## src/rtl/rto_pkg.sv

```systemverilog
package rto_pkg;
  // Strobes from control to datapath
  typedef struct packed {
    logic capturePrev;
    logic loadFields;
  } rtoStrobeT;
endpackage

```

## src/rtl/rto_encode.sv

```systemverilog
module rto_encode #(
  parameter int REQ_W     = 32,
  parameter int LEN_W     = 7,
  parameter int MULT_W    = 2,
  parameter int BASE_LOG2 = 3,
  parameter int DEF_LEN   = 69
) (
  input  logic [REQ_W-1:0]  reqUs,
  output logic [MULT_W-1:0] mulNext,
  output logic [LEN_W-1:0]  lenNext
);
  localparam int NUM_RANGES = 1 << MULT_W;
  localparam int LEN_MAX    = (1 << LEN_W) - 1;
  localparam longint STEP   = longint'(LEN_MAX) << BASE_LOG2;

  logic [NUM_RANGES-1:0] fits;
  logic [LEN_W-1:0]      satLen [NUM_RANGES];

  // One ceiling divider per unit; each is a shift plus a sticky remainder bit
  for (genvar g = 0; g < NUM_RANGES; g++) begin : g_unit
    localparam int SHIFT = BASE_LOG2 + g;
    localparam logic [REQ_W-1:0] REM_MASK = REQ_W'((64'd1 << SHIFT) - 64'd1);
    localparam logic [REQ_W:0]   LIMIT    = (REQ_W+1)'(STEP << g);
    logic [REQ_W-1:0] quot;
    logic [REQ_W:0]   ceilQ;
    assign quot  = reqUs >> SHIFT;
    assign ceilQ = {1'b0, quot} + (REQ_W+1)'(|(reqUs & REM_MASK));
    assign satLen[g] = (ceilQ > (REQ_W+1)'(LEN_MAX)) ? LEN_W'(LEN_MAX) : ceilQ[LEN_W-1:0];
    if (g == NUM_RANGES - 1) begin : g_last
      assign fits[g] = 1'b1;
    end else begin : g_mid
      assign fits[g] = ({1'b0, reqUs} <= LIMIT);
    end
  end

  // The finest unit that covers the request wins
  always_comb begin
    mulNext = MULT_W'(NUM_RANGES - 1);
    lenNext = satLen[NUM_RANGES-1];
    for (int i = NUM_RANGES - 2; i >= 0; i--) begin
      if (fits[i]) begin
        mulNext = MULT_W'(i);
        lenNext = satLen[i];
      end
    end
    if (reqUs == '0) begin
      mulNext = '0;
      lenNext = LEN_W'(DEF_LEN);
    end
  end
endmodule

```

## src/rtl/rto_ctrl.sv

```systemverilog
module rto_ctrl
  import rto_pkg::*;
(
  input  logic      wrEn,
  output rtoStrobeT strobes
);
  // A write captures the old value and loads the new fields on one edge
  always_comb begin
    strobes.capturePrev = wrEn;
    strobes.loadFields  = wrEn;
  end
endmodule

```

## src/rtl/rto_datapath.sv

```systemverilog
module rto_datapath
  import rto_pkg::*;
#(
  parameter int REQ_W     = 32,
  parameter int LEN_W     = 7,
  parameter int MULT_W    = 2,
  parameter int BASE_LOG2 = 3,
  parameter int DEF_LEN   = 69
) (
  input  logic              clk,
  input  logic              rstN,
  input  rtoStrobeT         strobes,
  input  logic [MULT_W-1:0] mulNext,
  input  logic [LEN_W-1:0]  lenNext,
  output logic [MULT_W-1:0] mulCode,
  output logic [LEN_W-1:0]  lenField,
  output logic [REQ_W-1:0]  prevUs
);
  logic [REQ_W-1:0] oldDecoded;

  // Old length times the unit picked by the old code
  assign oldDecoded = REQ_W'(lenField) << (BASE_LOG2 + int'(mulCode));

  always_ff @(posedge clk or negedge rstN) begin
    if (!rstN) begin
      mulCode  <= '0;
      lenField <= LEN_W'(DEF_LEN);
    end else if (strobes.loadFields) begin
      mulCode  <= mulNext;
      lenField <= lenNext;
    end
  end

  always_ff @(posedge clk or negedge rstN) begin
    if (!rstN) begin
      prevUs <= '0;
    end else if (strobes.capturePrev) begin
      prevUs <= oldDecoded;
    end
  end

  // previous value reflects the fields seen one cycle earlier
  p_prev_decode_r7: assert property (@(posedge clk) disable iff (!rstN)
    strobes.capturePrev |=> prevUs == (REQ_W'($past(lenField)) << (BASE_LOG2 + int'($past(mulCode)))));

  // nothing moves without a write
  p_hold_r8: assert property (@(posedge clk) disable iff (!rstN)
    !strobes.loadFields && !strobes.capturePrev |=>
      $stable(mulCode) && $stable(lenField) && $stable(prevUs));
endmodule

```

## src/rtl/reply_timeout_enc.sv

```systemverilog
module reply_timeout_enc
  import rto_pkg::*;
#(
  parameter int REQ_W     = 32,
  parameter int LEN_W     = 7,
  parameter int MULT_W    = 2,
  parameter int BASE_LOG2 = 3,
  parameter int DEF_LEN   = 69
) (
  input  logic              clk,
  input  logic              rstN,
  input  logic              wrEn,
  input  logic [REQ_W-1:0]  reqUs,
  output logic [MULT_W-1:0] mulCode,
  output logic [LEN_W-1:0]  lenField,
  output logic [REQ_W-1:0]  prevUs
);
  localparam int LEN_MAX = (1 << LEN_W) - 1;
  localparam int NUM_RANGES = 1 << MULT_W;
  localparam logic [REQ_W-1:0] STEP = REQ_W'(longint'(LEN_MAX) << BASE_LOG2);
  localparam logic [REQ_W-1:0] TOP_EDGE = REQ_W'(longint'(LEN_MAX) << (BASE_LOG2 + NUM_RANGES - 2));

  rtoStrobeT         strobes;
  logic [MULT_W-1:0] mulNext;
  logic [LEN_W-1:0]  lenNext;

  rto_ctrl u_ctrl (.wrEn(wrEn), .strobes(strobes));

  rto_encode #(.REQ_W(REQ_W), .LEN_W(LEN_W), .MULT_W(MULT_W),
               .BASE_LOG2(BASE_LOG2), .DEF_LEN(DEF_LEN)) u_enc (
    .reqUs(reqUs), .mulNext(mulNext), .lenNext(lenNext));

  rto_datapath #(.REQ_W(REQ_W), .LEN_W(LEN_W), .MULT_W(MULT_W),
                 .BASE_LOG2(BASE_LOG2), .DEF_LEN(DEF_LEN)) u_dp (
    .clk(clk), .rstN(rstN), .strobes(strobes), .mulNext(mulNext), .lenNext(lenNext),
    .mulCode(mulCode), .lenField(lenField), .prevUs(prevUs));

  // zero request loads the default setting
  p_zero_default_r2: assert property (@(posedge clk) disable iff (!rstN)
    wrEn && reqUs == '0 |=> mulCode == '0 && lenField == LEN_W'(DEF_LEN));

  // finest range, ceiling quotient of the base unit
  p_first_range_r3: assert property (@(posedge clk) disable iff (!rstN)
    wrEn && reqUs != '0 && reqUs <= STEP |=> mulCode == '0 &&
      lenField == LEN_W'(($past(reqUs) + REQ_W'((1 << BASE_LOG2) - 1)) >> BASE_LOG2));

  // above the top edge the coarsest code is used
  p_top_range_r5: assert property (@(posedge clk) disable iff (!rstN)
    wrEn && reqUs > TOP_EDGE |=> mulCode == MULT_W'(NUM_RANGES - 1));

  // the largest request saturates the length instead of wrapping
  p_no_overflow_r9: assert property (@(posedge clk) disable iff (!rstN)
    wrEn && reqUs == '1 |=> lenField == LEN_W'(LEN_MAX));
endmodule

```

## config.mk

```make
export PLATFORM = sky130hd
export DESIGN_NAME = reply_timeout_enc
export DESIGN_NICKNAME = d
export VERILOG_FILES = /design/src/rtl/rto_pkg.sv /design/src/rtl/rto_encode.sv /design/src/rtl/rto_ctrl.sv /design/src/rtl/rto_datapath.sv /design/src/rtl/reply_timeout_enc.sv
export SDC_FILE = /design/constraint.sdc
export NUM_CORES = 1
export LEC_CHECK = 0
export CAP_MARGIN = 10
export CORE_UTILIZATION = 54
export CTS_CLUSTER_SIZE = 28
export DETAILED_ROUTE_END_ITERATION = 7
export PLACE_DENSITY_LB_ADDON = 0.3
export SYNTH_ARGS = -nofsm -noshare
export SYNTH_HDL_FRONTEND = slang
export SYNTH_HIERARCHICAL = 1
export SYNTH_SLANG_ARGS = --single-unit
```

## constraint.sdc

```tcl
create_clock -name clk -period 2.3 [get_ports clk]
set_input_delay 0.345 -clock clk [delete_from_list [all_inputs] [get_ports clk]]
set_output_delay 0.345 -clock clk [all_outputs]
set_load 0.01 [all_outputs]
```

==> flow_summary_export.csv, run 1 <==
group,metric,value,unit
outcome,outcome,"did not finish",
outcome,stop_stage,"global routing",
outcome,first-error,"[ERROR GRT-0232] Routing congestion too high. Check the congestion heatmap in the GUI.",
placed_design,hpwl,14.5,mm
cts,clock_tree.root_cell,"sky130_fd_sc_hd__clkbuf_8",
cts,clock-sinks,23,
global_routing,globalRouteTotalUtil,77.5,%
placed_design,pre_cts_slack,-1780,ps
die,die_height,88.7,um
sta,kind_of_pin_the_worst_path_terminates_on,"sequential cell input",
cts,cts.htree.levels,1,
synthesis,synth-edff-count,0,
die,floorplan.io_pins,76,
synthesis,syn_inst_count,551,
synthesis,synth_cell_types,75,
die,die_width,88.7,um
cts,cts_hold_buffers,0,
die,core.rowCount,31,
placed_design,placed_cell_area,6020,um2
synthesis,ys_dominant_reg_cell,"sky130_fd_sc_hd__dfrtp_1",
die,floorplan.initialDensity,56.0,%
cts,cts_made_buffers,3,
synthesis,yosys_warnings,6,
synthesis,synth_register_bits,23,
placed_design,placement.io_buffers,57,
synthesis,syn-cell-area,4060,um2
global_routing,pin_count_of_the_biggest_net_entering_global_routing,25,
cts,clk_path_buf_depth,2,
synthesis,synthesis.area_per_instance,7.37,um2
synthesis,fraction_of_the_yosys_area_taken_by_sequential_cells,14.3,%
placed_design,gp_congestion,1.07,
sta,crit_endpoint,"u_dp/lenField[2]$_DFFE_PN1P_/D",
synthesis,async_flop_share,100,%
global_routing,overflow,101,
==> synth_stat cells, drive strengths merged, types with 5 or more instances <==
cell | number | area [um2]
nand4 | 34 | 238
mux2i | 11 | 118
nor3 | 26 | 135
nand2 | 44 | 165
and3 | 10 | 62.6
nand3 | 28 | 140
xor2 | 21 | 184
o21ai | 16 | 80.1
ha | 11 | 138
o22ai | 6 | 37.5
nor4 | 23 | 178
nand2b | 6 | 37.5
a21oi | 16 | 87.6
inv | 20 | 75.1
and4 | 7 | 61.3
dfrtp | 20 | 500
mux2 | 15 | 176
a31oi | 6 | 37.5
or4 | 6 | 45.0
or3 | 8 | 50.1
nor3b | 5 | 37.5
nor2 | 40 | 153
clkbuf | 19 | 71.3
xnor2 | 31 | 272
a211oi | 6 | 45.0
buf | 44 | 275
==> kinds of logic after synthesis <==
logic type,count (synthesis),share of synthesized area (%)
simple gates,256,35.4
compound gates,98,17.6
buf+inv,84,10.8
xor+xnor,52,11.2
mux,26,7.24
flops,23,14.3
fa+ha+maj,11,3.39
other cells,1,0.0923
==> what timing repair did <==
item,CTS
resized for setup,109
pin swaps,24
endpoints found under the setup margin,9
buffers inserted,14
==> per-stage QoR <==
step / cells / util (%) / hold WS (ps)
after detailed placement: 852 / 83.0 / 472
after CTS: 870 / 89.4 / 435
after floorplan: 568 / - / 49.4
after global placement: 852 / 83.0 / 465
==> per-layer routing <==
layer / global-route usage [%] / GRT overflow
met4: 86.5 / 45
met2: 96.5 / 55
met1: 75.1 / 1
met3: 58.2 / 0
met5: 24.7 / 0
==> run 2: changes to the inputs <==
CORE_UTILIZATION = 40   (was 54)
CTS_CLUSTER_SIZE = default   (was 28)
PLACE_DENSITY_LB_ADDON = 0.15   (was 0.3)
==> flow_summary_export.csv, run 2 <==
group,metric,value,unit
outcome,outcome,"complete, but fails checks",
outcome,failing_checks,"negative setup slack",
drt,antenna_violating_nets_post_route,0,
synthesis,netlist.top_cell.by_area,"sky130_fd_sc_hd__dfrtp_1",
die,floorplan.io_pins,76,
synthesis,synth_register_bits,23,
cells_and_area,final_cell_mix,"sky130_fd_sc_hd__buf_4, sky130_fd_sc_hd__nand2_1, sky130_fd_sc_hd__nor2_1",
setup_path,worst-setup-path-type,"primary input to flip-flop",
cells_and_area,nNetsFinal,820,
setup_path,critical_path.startpoint_type,"primary input",
drt,routed_vias_inst,5.81,
placed_design,gp_congestion,0.983,
cells_and_area,largest_registers,"u_dp/prevUs x14, u_dp/lenField x7, u_dp/mulCode x2",
sta,rsz0062_at_grt,"yes",
placed_design,placedCellCount,880,
setup_path,cp.arrival,3460,ps
sta,max_slew.worst_pin.slew,587,ps
cts,clock_latency_at_the_later_pin_of_the_worst_skew_pair,270,ps
die,die_width,103,um
synthesis,synth_cell_types,75,
drt,routed-via-count,5261,
cells_and_area,filler_cell_count,892,
setup_path,launching_element_of_the_worst_setup_path,"reqUs[9]",
global_routing,grt_antenna_before_repair,0,
sta,count_of_endpoints_failing_setup_in_the_final_report,7,
synthesis,post_synth_main_area_contributors,"sky130_fd_sc_hd__dfrtp_1, sky130_fd_sc_hd__xnor2_1, sky130_fd_sc_hd__nand4_1, sky130_fd_sc_hd__xor2_1, sky130_fd_sc_hd__nand2_1",
synthesis,ys_dominant_reg_cell,"sky130_fd_sc_hd__dfrtp_1",
sta,drv_slew,0,
synthesis,syn-cell-area,4060,um2
synthesis,fraction_of_the_yosys_area_taken_by_sequential_cells,14.3,%
flow_run,drv_cap,0,
cells_and_area,instances_no_fill,906,
sta,final_clock_skew,5.01,ps
drt,drt_wirelength,18.0,mm
global_routing,globalRouteTotalUtil,34.4,%
drt,pre_repair_dr_iteration_count,5,
cells_and_area,mostFrequentLayoutCell,"sky130_fd_sc_hd__buf_4",
cts,cts.htree.levels,1,
die,die_height,103,um
sta,timing.final.crit_period,3290,ps
synthesis,synth.most_common_cell,"sky130_fd_sc_hd__nand2_1",
setup_path,r2r_slack,260,ps
die,core,9820,um2
setup_path,worstSetupEndpointType,"flip-flop",
cells_and_area,register_name_with_the_most_flops,"u_dp/prevUs",
cts,cts_hold_buffers,0,
cells_and_area,largest_register_ff_count,14,
cts,clock-sinks,23,
global_routing,overflow,0,
drt,drtIter0Drc,392,
sta,worst_slew_margin_rel,60.8,%
pwr,max-vdd-ir-drop,0.193,mV
synthesis,async_flop_share,100,%
setup_path,critical_path.reg2reg.startpoint,"u_dp/mulCode[0]",
drt,post-route-drc-count,0,
cells_and_area,drive_above_1_share,43.2,%
setup_path,worst-endpoint-required,2460,ps
synthesis,yosys-top-cells-count,"sky130_fd_sc_hd__nand2_1, sky130_fd_sc_hd__nor2_1, sky130_fd_sc_hd__xnor2_1",
placed_design,pre_cts_slack,-1850,ps
global_routing,pin_count_of_the_biggest_net_entering_global_routing,35,
cts,cts.clk_slew.worst_paths,80,ps
cells_and_area,syn_to_final_growth,62.8,%
global_routing,global_route_wire_length_before_repair,27.3,mm
sta,fmax,304,MHz
worst_hold_path,min-delay-path-class,"primary input to async pin",
setup_path,regToRegEndpoint,"u_dp/prevUs[7]",
global_routing,first_global_vias,4920,
cts,cts_tree,"done",
pwr,total_leakage_power,2.64,nW
die,floorplan.initialDensity,41.4,%
synthesis,syn_inst_count,551,
setup_path,critPathMaxFanout,8,
cts,cts_made_buffers,3,
sta,post-route-worst-setup-slack,-994,ps
synthesis,netlist.area_leader.share,12.3,%
die,die-area,10600,um2
cts,clock_tree.root_cell,"sky130_fd_sc_hd__clkbuf_8",
sta,fin_crit_sh,143,%
synthesis,synthesis.area_per_instance,7.37,um2
drt,routed_wire_length_per_instance,19.9,um
cts,clk_path_buf_depth,2,
sta,report.final.hold_viol_count,0,
cells_and_area,insertedDiodeCount,0,
pwr,power_density,228,nW/um2
placed_design,placement.io_buffers,57,
placed_design,hpwl,14.6,mm
synthesis,synth-edff-count,0,
setup_path,worstSetupEndpoint,"u_dp/lenField[5]",
synthesis,yosys_warnings,6,
setup_path,reg2reg_depth,6,
die,core.rowCount,36,
run 2: how the worst min path moves through the flow:
stage / from / cells past startpoint / to
floorplan: rstN / 0 / u_dp/lenField[1]
global placement: u_dp/prevUs[9] / 1 / u_dp/prevUs[9]
detailed placement: u_dp/prevUs[6] / 1 / u_dp/prevUs[6]
CTS: rstN / 1 / u_dp/prevUs[5]
global route: rstN / 1 / u_dp/prevUs[5]
finish: rstN / 1 / u_dp/prevUs[6]
run 2: final cells by class:
cell class / instances / area (um2) / share of cell area, %
clock buffers: 4 / 45.0 / 0.681
inverters: 21 / 92.6 / 1.40
multi-input cells: 461 / 3570 / 54.0
flip-flops and latches: 23 / 579 / 8.76
well taps: 133 / 166 / 2.52
repair buffers: 264 / 2160 / 32.6
run 2: logic make-up (layout without fill, tap and decap cells):
family,Yosys count,after routing,synth area share (%)
mux,26,26,7.24
compound gates,98,98,17.6
xor+xnor,52,52,11.2
simple gates,256,256,35.4
flops,23,23,14.3
other cells,1,18,0.0923
fa+ha+maj,11,11,3.39
buf+inv,84,289,10.8
run 2: power breakdown:
group / total (mW) / switching (mW) / internal [mW]
clock: 0.254 / 0.130 / 0.124
sequential: 0.443 / 0.0136 / 0.429
combinational: 0.813 / 0.429 / 0.384
total: 1.51 / 0.573 / 0.937
run 2: stage by stage:
stage / util (%) / cell area, um2 / hold WS, ps / total power, mW / TNS (ps)
2_1_floorplan: - / 4240 / 49.4 / 0.831 / -5740
3_3_place_gp: 61.7 / 6060 / 462 / 1.20 / -13520
3_5_place_dp: 61.7 / 6060 / 497 / 1.21 / -13580
4_1_cts: 65.1 / 6400 / 466 / 1.47 / -6910
5_1_grt: 67.3 / 6610 / 491 / 1.59 / -7320
6_report: 67.3 / 6610 / 444 / 1.51 / -6740
run 2: what timing repair did:
action                                  4_1_cts  5_1_grt
buffers inserted                             12       10
endpoints found under the setup margin        9        8
gates resized for setup                      91       79
pin swaps                                    25       21
run 2: layer usage:
metal | GRT usage, % | vias to the layer above | wire length (um)
met3 | 4.27 | 32 | 1360
met2 | 54.4 | 233 | 8300
met5 | 0 | - | 0
met4 | 11.1 | 0 | 467
met1 | 48.5 | 2522 | 7890
li1 | - | 2474 | -
run 2: worst max-delay path: stages:
cell	delay [ps]
sky130_fd_sc_hd__clkdlybuf4s50_1	490
sky130_fd_sc_hd__buf_4	180
sky130_fd_sc_hd__nand4_1	230
sky130_fd_sc_hd__buf_4	220
sky130_fd_sc_hd__nor4_2	190
sky130_fd_sc_hd__xnor2_1	200
sky130_fd_sc_hd__nand4b_1	210
sky130_fd_sc_hd__nor4b_4	250
sky130_fd_sc_hd__buf_4	170
sky130_fd_sc_hd__nand4_1	70
sky130_fd_sc_hd__buf_4	170
sky130_fd_sc_hd__o21a_1	180
sky130_fd_sc_hd__o31a_1	280
sky130_fd_sc_hd__mux2_2	250
(Power assumes the default switching activity.)
==> run 3: changes to the inputs <==
HOLD_SLACK_MARGIN = 0.1   (was default)
==> results of run 3 <==
No change in the layout: final DEF, timing and power equal those of run 2.
